==> src/rtl/dram_seq_pkg.sv <==
package dram_seq_pkg;
  localparam int AGE_W = 8;

  typedef enum logic [2:0] {
    ST_IDLE,
    ST_OPEN,
    ST_COL,
    ST_DATA,
    ST_REF,
    ST_RHOLD
  } seq_state_t;

  function automatic int ns_to_cyc(input int ns, input int clk_ns);
    return (ns + clk_ns - 1) / clk_ns;
  endfunction
endpackage

==> src/rtl/dram_seq_age.sv <==
module dram_seq_age #(
  parameter int W = 8
) (
  input  logic         clk,
  input  logic         rst,
  input  logic         clr,
  output logic [W-1:0] age
);
  always_ff @(posedge clk) begin
    if (rst) begin
      age <= '1;
    end else if (clr) begin
      age <= '0;
    end else if (age != '1) begin
      age <= age + 1'b1;
    end
  end
endmodule

==> src/rtl/dram_seq_refresh.sv <==
module dram_seq_refresh #(
  parameter int PERIOD = 390,
  parameter int ROW_W  = 11
) (
  input  logic             clk,
  input  logic             rst,
  input  logic             ack,
  output logic             pend,
  output logic [ROW_W-1:0] row
);
  localparam int CW = $clog2(PERIOD + 1);
  localparam logic [CW-1:0] LAST = CW'(PERIOD - 1);

  logic [CW-1:0] cnt;
  logic          tick;

  assign tick = (cnt == LAST);

  always_ff @(posedge clk) begin
    if (rst) begin
      cnt  <= '0;
      pend <= 1'b0;
      row  <= '0;
    end else begin
      cnt  <= tick ? '0 : cnt + 1'b1;
      pend <= tick | (pend & ~ack);
      if (ack) row <= row + 1'b1;
    end
  end
endmodule

==> src/rtl/dram_seq.sv <==
module dram_seq
  import dram_seq_pkg::*;
#(
  parameter int HALF_W        = 11,
  parameter int DQ_W          = 8,
  parameter int CLK_NS        = 10,
  parameter int T_RAC_NS      = 60,
  parameter int T_RC_NS       = 110,
  parameter int T_CAC_NS      = 15,
  parameter int T_PC_NS       = 35,
  parameter int REF_WINDOW_NS = 8000000
) (
  input  logic                clk,
  input  logic                rst,
  input  logic                req_valid,
  input  logic                req_write,
  input  logic [2*HALF_W-1:0] req_addr,
  input  logic [DQ_W-1:0]     req_wdata,
  output logic                req_ready,
  output logic                rd_valid,
  output logic [DQ_W-1:0]     rd_data,
  output logic [HALF_W-1:0]   dram_addr,
  output logic                dram_ras_n,
  output logic                dram_cas_n,
  output logic                dram_we_n,
  output logic                dram_oe_n,
  output logic [DQ_W-1:0]     dram_dq_out,
  output logic                dram_dq_oe,
  input  logic [DQ_W-1:0]     dram_dq_in
);
  localparam int RAC_CYC = ns_to_cyc(T_RAC_NS, CLK_NS);
  localparam int RC_CYC  = ns_to_cyc(T_RC_NS, CLK_NS);
  localparam int CAC_CYC = ns_to_cyc(T_CAC_NS, CLK_NS);
  localparam int PC_CYC  = ns_to_cyc(T_PC_NS, CLK_NS);
  localparam int REF_CYC = REF_WINDOW_NS / (CLK_NS * (1 << HALF_W));

  localparam logic [AGE_W-1:0] RAC_LIM = AGE_W'(RAC_CYC - 1);
  localparam logic [AGE_W-1:0] RC_LIM  = AGE_W'(RC_CYC - 1);
  localparam logic [AGE_W-1:0] CAC_LIM = AGE_W'(CAC_CYC - 1);
  localparam logic [AGE_W-1:0] PC_LIM  = AGE_W'(PC_CYC - 1);

  seq_state_t          state;
  logic                row_open;
  logic [HALF_W-1:0]   open_row;
  logic [HALF_W-1:0]   cur_row;
  logic [HALF_W-1:0]   cur_col;
  logic                cur_wr;
  logic [DQ_W-1:0]     cur_wd;

  logic [AGE_W-1:0]    ras_age;
  logic [AGE_W-1:0]    cas_age;
  logic                ras_go;
  logic                cas_go;
  logic                rc_ok;
  logic                pc_ok;
  logic                data_ok;
  logic                ref_pend;
  logic                ref_ack;
  logic [HALF_W-1:0]   ref_row;
  logic [HALF_W-1:0]   in_row;
  logic [HALF_W-1:0]   in_col;

  assign in_row = req_addr[2*HALF_W-1:HALF_W];
  assign in_col = req_addr[HALF_W-1:0];

  // interval bookkeeping: ages count edges since the last strobe fall
  dram_seq_age #(.W(AGE_W)) u_ras_age (
    .clk (clk),
    .rst (rst),
    .clr (ras_go),
    .age (ras_age)
  );

  dram_seq_age #(.W(AGE_W)) u_cas_age (
    .clk (clk),
    .rst (rst),
    .clr (cas_go),
    .age (cas_age)
  );

  dram_seq_refresh #(.PERIOD(REF_CYC), .ROW_W(HALF_W)) u_refresh (
    .clk  (clk),
    .rst  (rst),
    .ack  (ref_ack),
    .pend (ref_pend),
    .row  (ref_row)
  );

  assign rc_ok   = (ras_age >= RC_LIM);
  assign pc_ok   = (cas_age >= PC_LIM);
  assign data_ok = (ras_age >= RAC_LIM) && (cas_age >= CAC_LIM);

  always_comb begin
    ras_go  = 1'b0;
    cas_go  = 1'b0;
    ref_ack = 1'b0;
    case (state)
      ST_OPEN, ST_REF: ras_go  = dram_ras_n && rc_ok;
      ST_COL:          cas_go  = pc_ok;
      ST_RHOLD:        ref_ack = (ras_age >= RAC_LIM);
      default: ;
    endcase
  end

  assign req_ready = (state == ST_IDLE) && !ref_pend;

  always_ff @(posedge clk) begin
    if (rst) begin
      state       <= ST_IDLE;
      row_open    <= 1'b0;
      open_row    <= '0;
      cur_row     <= '0;
      cur_col     <= '0;
      cur_wr      <= 1'b0;
      cur_wd      <= '0;
      rd_valid    <= 1'b0;
      rd_data     <= '0;
      dram_addr   <= '0;
      dram_ras_n  <= 1'b1;
      dram_cas_n  <= 1'b1;
      dram_we_n   <= 1'b1;
      dram_oe_n   <= 1'b1;
      dram_dq_out <= '0;
      dram_dq_oe  <= 1'b0;
    end else begin
      rd_valid <= 1'b0;
      case (state)
        ST_IDLE: begin
          if (ref_pend) begin
            dram_ras_n <= 1'b1;
            row_open   <= 1'b0;
            state      <= ST_REF;
          end else if (req_valid) begin
            cur_row <= in_row;
            cur_col <= in_col;
            cur_wr  <= req_write;
            cur_wd  <= req_wdata;
            if (row_open && (in_row == open_row)) begin
              state <= ST_COL;
            end else begin
              dram_ras_n <= 1'b1;
              row_open   <= 1'b0;
              state      <= ST_OPEN;
            end
          end
        end
        ST_OPEN: begin
          if (ras_go) begin
            dram_addr  <= cur_row;
            dram_ras_n <= 1'b0;
            row_open   <= 1'b1;
            open_row   <= cur_row;
            state      <= ST_COL;
          end
        end
        ST_COL: begin
          if (cas_go) begin
            dram_addr   <= cur_col;
            dram_cas_n  <= 1'b0;
            dram_we_n   <= ~cur_wr;
            dram_oe_n   <= cur_wr;
            dram_dq_oe  <= cur_wr;
            dram_dq_out <= cur_wd;
            state       <= ST_DATA;
          end
        end
        ST_DATA: begin
          if (data_ok) begin
            dram_cas_n <= 1'b1;
            dram_we_n  <= 1'b1;
            dram_oe_n  <= 1'b1;
            dram_dq_oe <= 1'b0;
            if (!cur_wr) begin
              rd_valid <= 1'b1;
              rd_data  <= dram_dq_in;
            end
            state <= ST_IDLE;
          end
        end
        ST_REF: begin
          if (ras_go) begin
            dram_addr  <= ref_row;
            dram_ras_n <= 1'b0;
            state      <= ST_RHOLD;
          end
        end
        ST_RHOLD: begin
          if (ref_ack) begin
            dram_ras_n <= 1'b1;
            state      <= ST_IDLE;
          end
        end
        default: state <= ST_IDLE;
      endcase
    end
  end
endmodule

==> config.mk <==
export PLATFORM = sky130hd
export DESIGN_NAME = dram_seq
export DESIGN_NICKNAME = d
export VERILOG_FILES = /design/src/rtl/dram_seq_pkg.sv /design/src/rtl/dram_seq_age.sv /design/src/rtl/dram_seq_refresh.sv /design/src/rtl/dram_seq.sv
export SDC_FILE = /design/constraint.sdc
export NUM_CORES = 1
export LEC_CHECK = 0
export BUFFER_PORTS_ARGS = -buffer_cell sky130_fd_sc_hd__buf_2
export CORE_MARGIN = 3
export CORE_UTILIZATION = 55
export DETAILED_ROUTE_END_ITERATION = 10
export HOLD_SLACK_MARGIN = 0.05
export MAX_ROUTING_LAYER = met4
export PLACE_DENSITY = 0.77
export SLEW_MARGIN = 20
export SYNTH_ARGS = -nofsm -noshare
export SYNTH_HDL_FRONTEND = slang
export SYNTH_SLANG_ARGS = --single-unit
export TNS_END_PERCENT = 30
==> constraint.sdc <==
create_clock -name clk -period 5.58 [get_ports clk]
set_clock_uncertainty 0.1 [all_clocks]
set_input_delay 1.116 -clock clk [delete_from_list [all_inputs] [get_ports clk]]
set_output_delay 1.116 -clock clk [all_outputs]
set_load 0.05 [all_outputs]
==> parameters.txt <==
Parameter                              Value

Worst setup path
  Maximum single-stage delay on the critical path    0.67 ns
  Crit. Startpoint    state[0]$_SDFFE_PP0P_
  Highest net fanout along the worst path    20
  Worst reg2reg path endpoint    dram_addr[8]$_SDFFE_PP0P_
  Standard cell with the maximum stage delay on the critical path    nor4_1
  Critical Path RT    4.36 ns
  Worst R2R Setup Slack    around 2.8 ns
  Worst Setup End Kind    output port
  Critical R2R Launch    state[2]$_SDFFE_PP0P_
  Number of buffer and inverter instances along the worst setup path    1
  Arrival time at the worst endpoint    2.11 ns
  Worst Setup Start Kind    register
  Crit path kind    reg -> out
  Worst path cell trace    nor4_1 > buf_2
  Number of cell instances on the worst register-to-register path    5
  Cell class contributing the biggest share of worst-path delay    simple AND/OR/NAND/NOR gates

Finish
  Share of final-layout standard cells stronger than drive strength 1    between 15 and 20%
  Utilization after layout    between 60% and 70%
  Final nets    707
  Layout overhead on the synthesized area    18.6%
  Antenna diode count    0

Global route
  Pin count of the biggest net entering global routing    between 100 and 150
  Wire length of the first global-routing pass    19,100 um
  Number of antenna violations at the first check in global routing    0
  Grt ovf    0
  Overall routing resource usage    23.8%
  Number of global-route vias before repair    between 4,000 and 5,000

Synthesis
  Most common cell in the netlist    dfxtp_1
  Number of synthesized register bits    ~120
  Top post-synthesis cells by area    dfxtp_1 (46%), nand2_1 (7.3%), a21oi_1 (5.1%)
  Most common flop cell mapped by yosys    dfxtp_1
  Asr flop ratio synth    0%
  Synth unique cells    54
  Leading area contributor after synthesis    dfxtp_1
  Post-Synthesis Net Count    between 600 and 700
  Sequential area share after synthesis    45.6%
  Mean Syn Cell Area    between 8 and 9 um2
  Yosys warning total    0
  Area fraction of the dominant cell type after synthesis    between 40% and 50%
  Summed instance area of the synthesized netlist    roughly 5100 um2
  Top post-synthesis cells by count    dfxtp_1 (116), nand2_1 (99), nor2_1 (59), a21oi_1 (52), xnor2_1 (28)
  Post-Syn Instances    597
  Post-synth EDFFs    0

Pwr
  Sequential power share    between 30% and 40%
  P_leak    around 0.0025 uW
  Maximum vdd ir drop    roughly 0.31 mV
  Switching portion of total power    ~32%
  Switching power summed over all nets    between 800 and 900 uW
  Power density cells    between 400 and 500 nW/um2
  Cell-internal power    about 1900 uW
  Clock Power Share    about two fifths
  Combinational Power Share    a little under a quarter

STA
  Max-slew violation count    0
  Final setup vio count    0
  Share of the clock period used by the worst path after layout    about three fifths
  Peak clock frequency supported by timing    0.300 GHz
  Clock period minus final worst setup slack    ~3.3 ns
  Tightest slew margin relative to the limit    a little under 30%
  Unrepaired setup endpoints after global routing    no
  Setup_tns    0 ns
  Actual slew at the worst max-slew pin    roughly 1.1 ns
  Final Hold Violating Endpoints    0
  Worst hold slack after final layout    between 0.3 and 0.4 ns
  Setup slack of the critical path after layout    between 2 and 2.5 ns

Clock network
  Num CTS Buffers    17
  Worst-case clock buffer depth    2
  Clock tree from TritonCTS    done
  CTS H-tree depth    4
  Later-pin clock latency in the skew report    0.51 ns
  Clock transition time at the flip-flop clock pins of the worst setup and hold paths    ~0.060 ns
  Gates resized, CTS repair    0
  Number of hold buffers added after CTS    0
  Number of buffers inserted by post-CTS setup repair    0
  Clock root cell    clkbuf_8
  Clock sink count    around 120

Die
  Row count    34
  Area of the die    between 10,000 and 15,000 um2
  Width of the die    between 100 and 150 um
  Floorplan die height    between 100 and 150 um
  I/O pin count    between 70 and 80
  Placeable core region    slightly below 9000 um2
  Initial standard-cell utilization of the core    between 50% and 60%

Placement
  Post-detailed-placement half-perimeter wirelength    approximately 7600 um
  Count of input and output buffers    75
  Routability Congestion    ~0.89
  Placement Setup Slack    roughly 2.9 ns

Hold path
  HP Start    cur_wd[6]$_SDFFE_PP0P_
  Path category of the worst min-delay check    reg -> reg
  Hold Path Depth    2
  Endpoint of the worst hold-timing path    dram_dq_out[6]$_SDFFE_PP0P_

Drt
  Number of routed nets with antenna violations    0
  WL per Instance    15.0 um
  Total wirelength of the detailed-routed design    11,600 um
  Via count    4,372
  # DRC    0
  Number of vias per cell after detailed routing    between 5 and 6
  Detailed router's first-iteration violation count    slightly below 300
  Number of iterations in the first detailed-routing pass    5

Run
  Max_cap viols    0

Outcome
  Outcome    finished clean
-- power by group through the flow --
stage          logic (uW)  clock network, uW  registers, uW
3_5_place_dp          629                  0           1060
3_3_place_gp          608                  0           1050
6_report              634               1060           1040
2_1_floorplan         456                  0           1100
5_1_grt               707               1110           1060
4_1_cts               635               1070           1040
-- logic make-up after synthesis --
kind of cell | count (synthesis) | share of synthesized area, %
mux | 21 | 4.18
fa+ha+maj | 10 | 2.46
simple gates | 237 | 21.3
flops | 116 | 45.6
xor+xnor | 35 | 6.02
compound gates | 131 | 16.7
buf+inv | 47 | 3.81
-- registers in the layout (all words and copies together), names as in the netlist, 3 cells and up --
| signal | count |
|---|---|
| open_row | 11 |
| u_cas_age.age | 8 |
| dram_addr | 11 |
| rd_data | 8 |
| cur_col | 11 |
| u_refresh.row | 11 |
| u_ras_age.age | 8 |
| cur_wd | 8 |
| u_refresh.cnt | 9 |
| state | 3 |
| cur_row | 11 |
| dram_dq_out | 8 |
-- stage by stage --
stage               instances  area, um2  power [uW]
floorplan                 597       5090        1550
global placement          744       5460        1660
detailed placement        744       5460        1680
CTS                       775       6040        2740
global route              775       6040        2880
finish                    775       6040        2740
-- placed cells by master, fill, tap and decap left out, drive strengths merged, types with 5 or more instances in the layout --
| cell type | Yosys | routed |
|---|---|---|
| a211oi | 14 | 14 |
| a21o | 10 | 10 |
| a21oi | 52 | 52 |
| buf | 13 | 77 |
| clkbuf | 25 | 18 |
| clkinv | 0 | 7 |
| dfxtp | 116 | 116 |
| ha | 10 | 10 |
| inv | 9 | 10 |
| mux2i | 19 | 19 |
| nand2 | 99 | 99 |
| nand2b | 8 | 8 |
| nand3 | 21 | 21 |
| nand4 | 11 | 11 |
| nor2 | 60 | 60 |
| nor2b | 6 | 6 |
| nor3 | 6 | 6 |
| nor4 | 5 | 5 |
| o21ai | 15 | 15 |
| o21bai | 5 | 5 |
| o22a | 6 | 6 |
| o22ai | 11 | 11 |
| xnor2 | 28 | 28 |
| xor2 | 7 | 7 |
-- how the worst max path moves through the flow --
| stage | to | slack (ns) | cells after the start |
|---|---|---|---|
| 6_report | req_ready | 2.25 | 2 |
| 5_1_grt | req_ready | 2.15 | 2 |
| 4_1_cts | req_ready | 2.37 | 2 |
| 3_5_place_dp | dram_addr[6]$_SDFFE_PP0P_ | 2.86 | 5 |
| 3_3_place_gp | dram_ras_n$_SDFFE_PP1P_ | 2.93 | 6 |
| 2_1_floorplan | req_ready | 2.24 | 2 |
-- tightest hold or removal path, stage by stage (launching register included) --
cell     delay, ns
dfxtp_1       0.31
nand2_1       0.05
a21oi_1       0.05
-- final cells by class --
type | instances | area, um2
repair buffers | 77 | 393
clock buffers | 18 | 418
flip-flops and latches | 116 | 2320
fillers | 690 | 2810
clock inverters | 13 | 160
inverters | 9 | 33.8
well taps | 108 | 135
multi-input cells | 434 | 2580
-- routing by layer --
metal / vias up / track usage [%] / wire length [um] / share of wire [%]
li1: 2169 / - / - / -
met1: 2021 / 29.9 / 5090 / 44
met4: 0 / 7.87 / 200 / 1.7
met5: - / - / 0 / 0
met3: 25 / 6.69 / 747 / 6.4
met2: 157 / 37.0 / 5580 / 48
(Power assumes the default switching activity.)
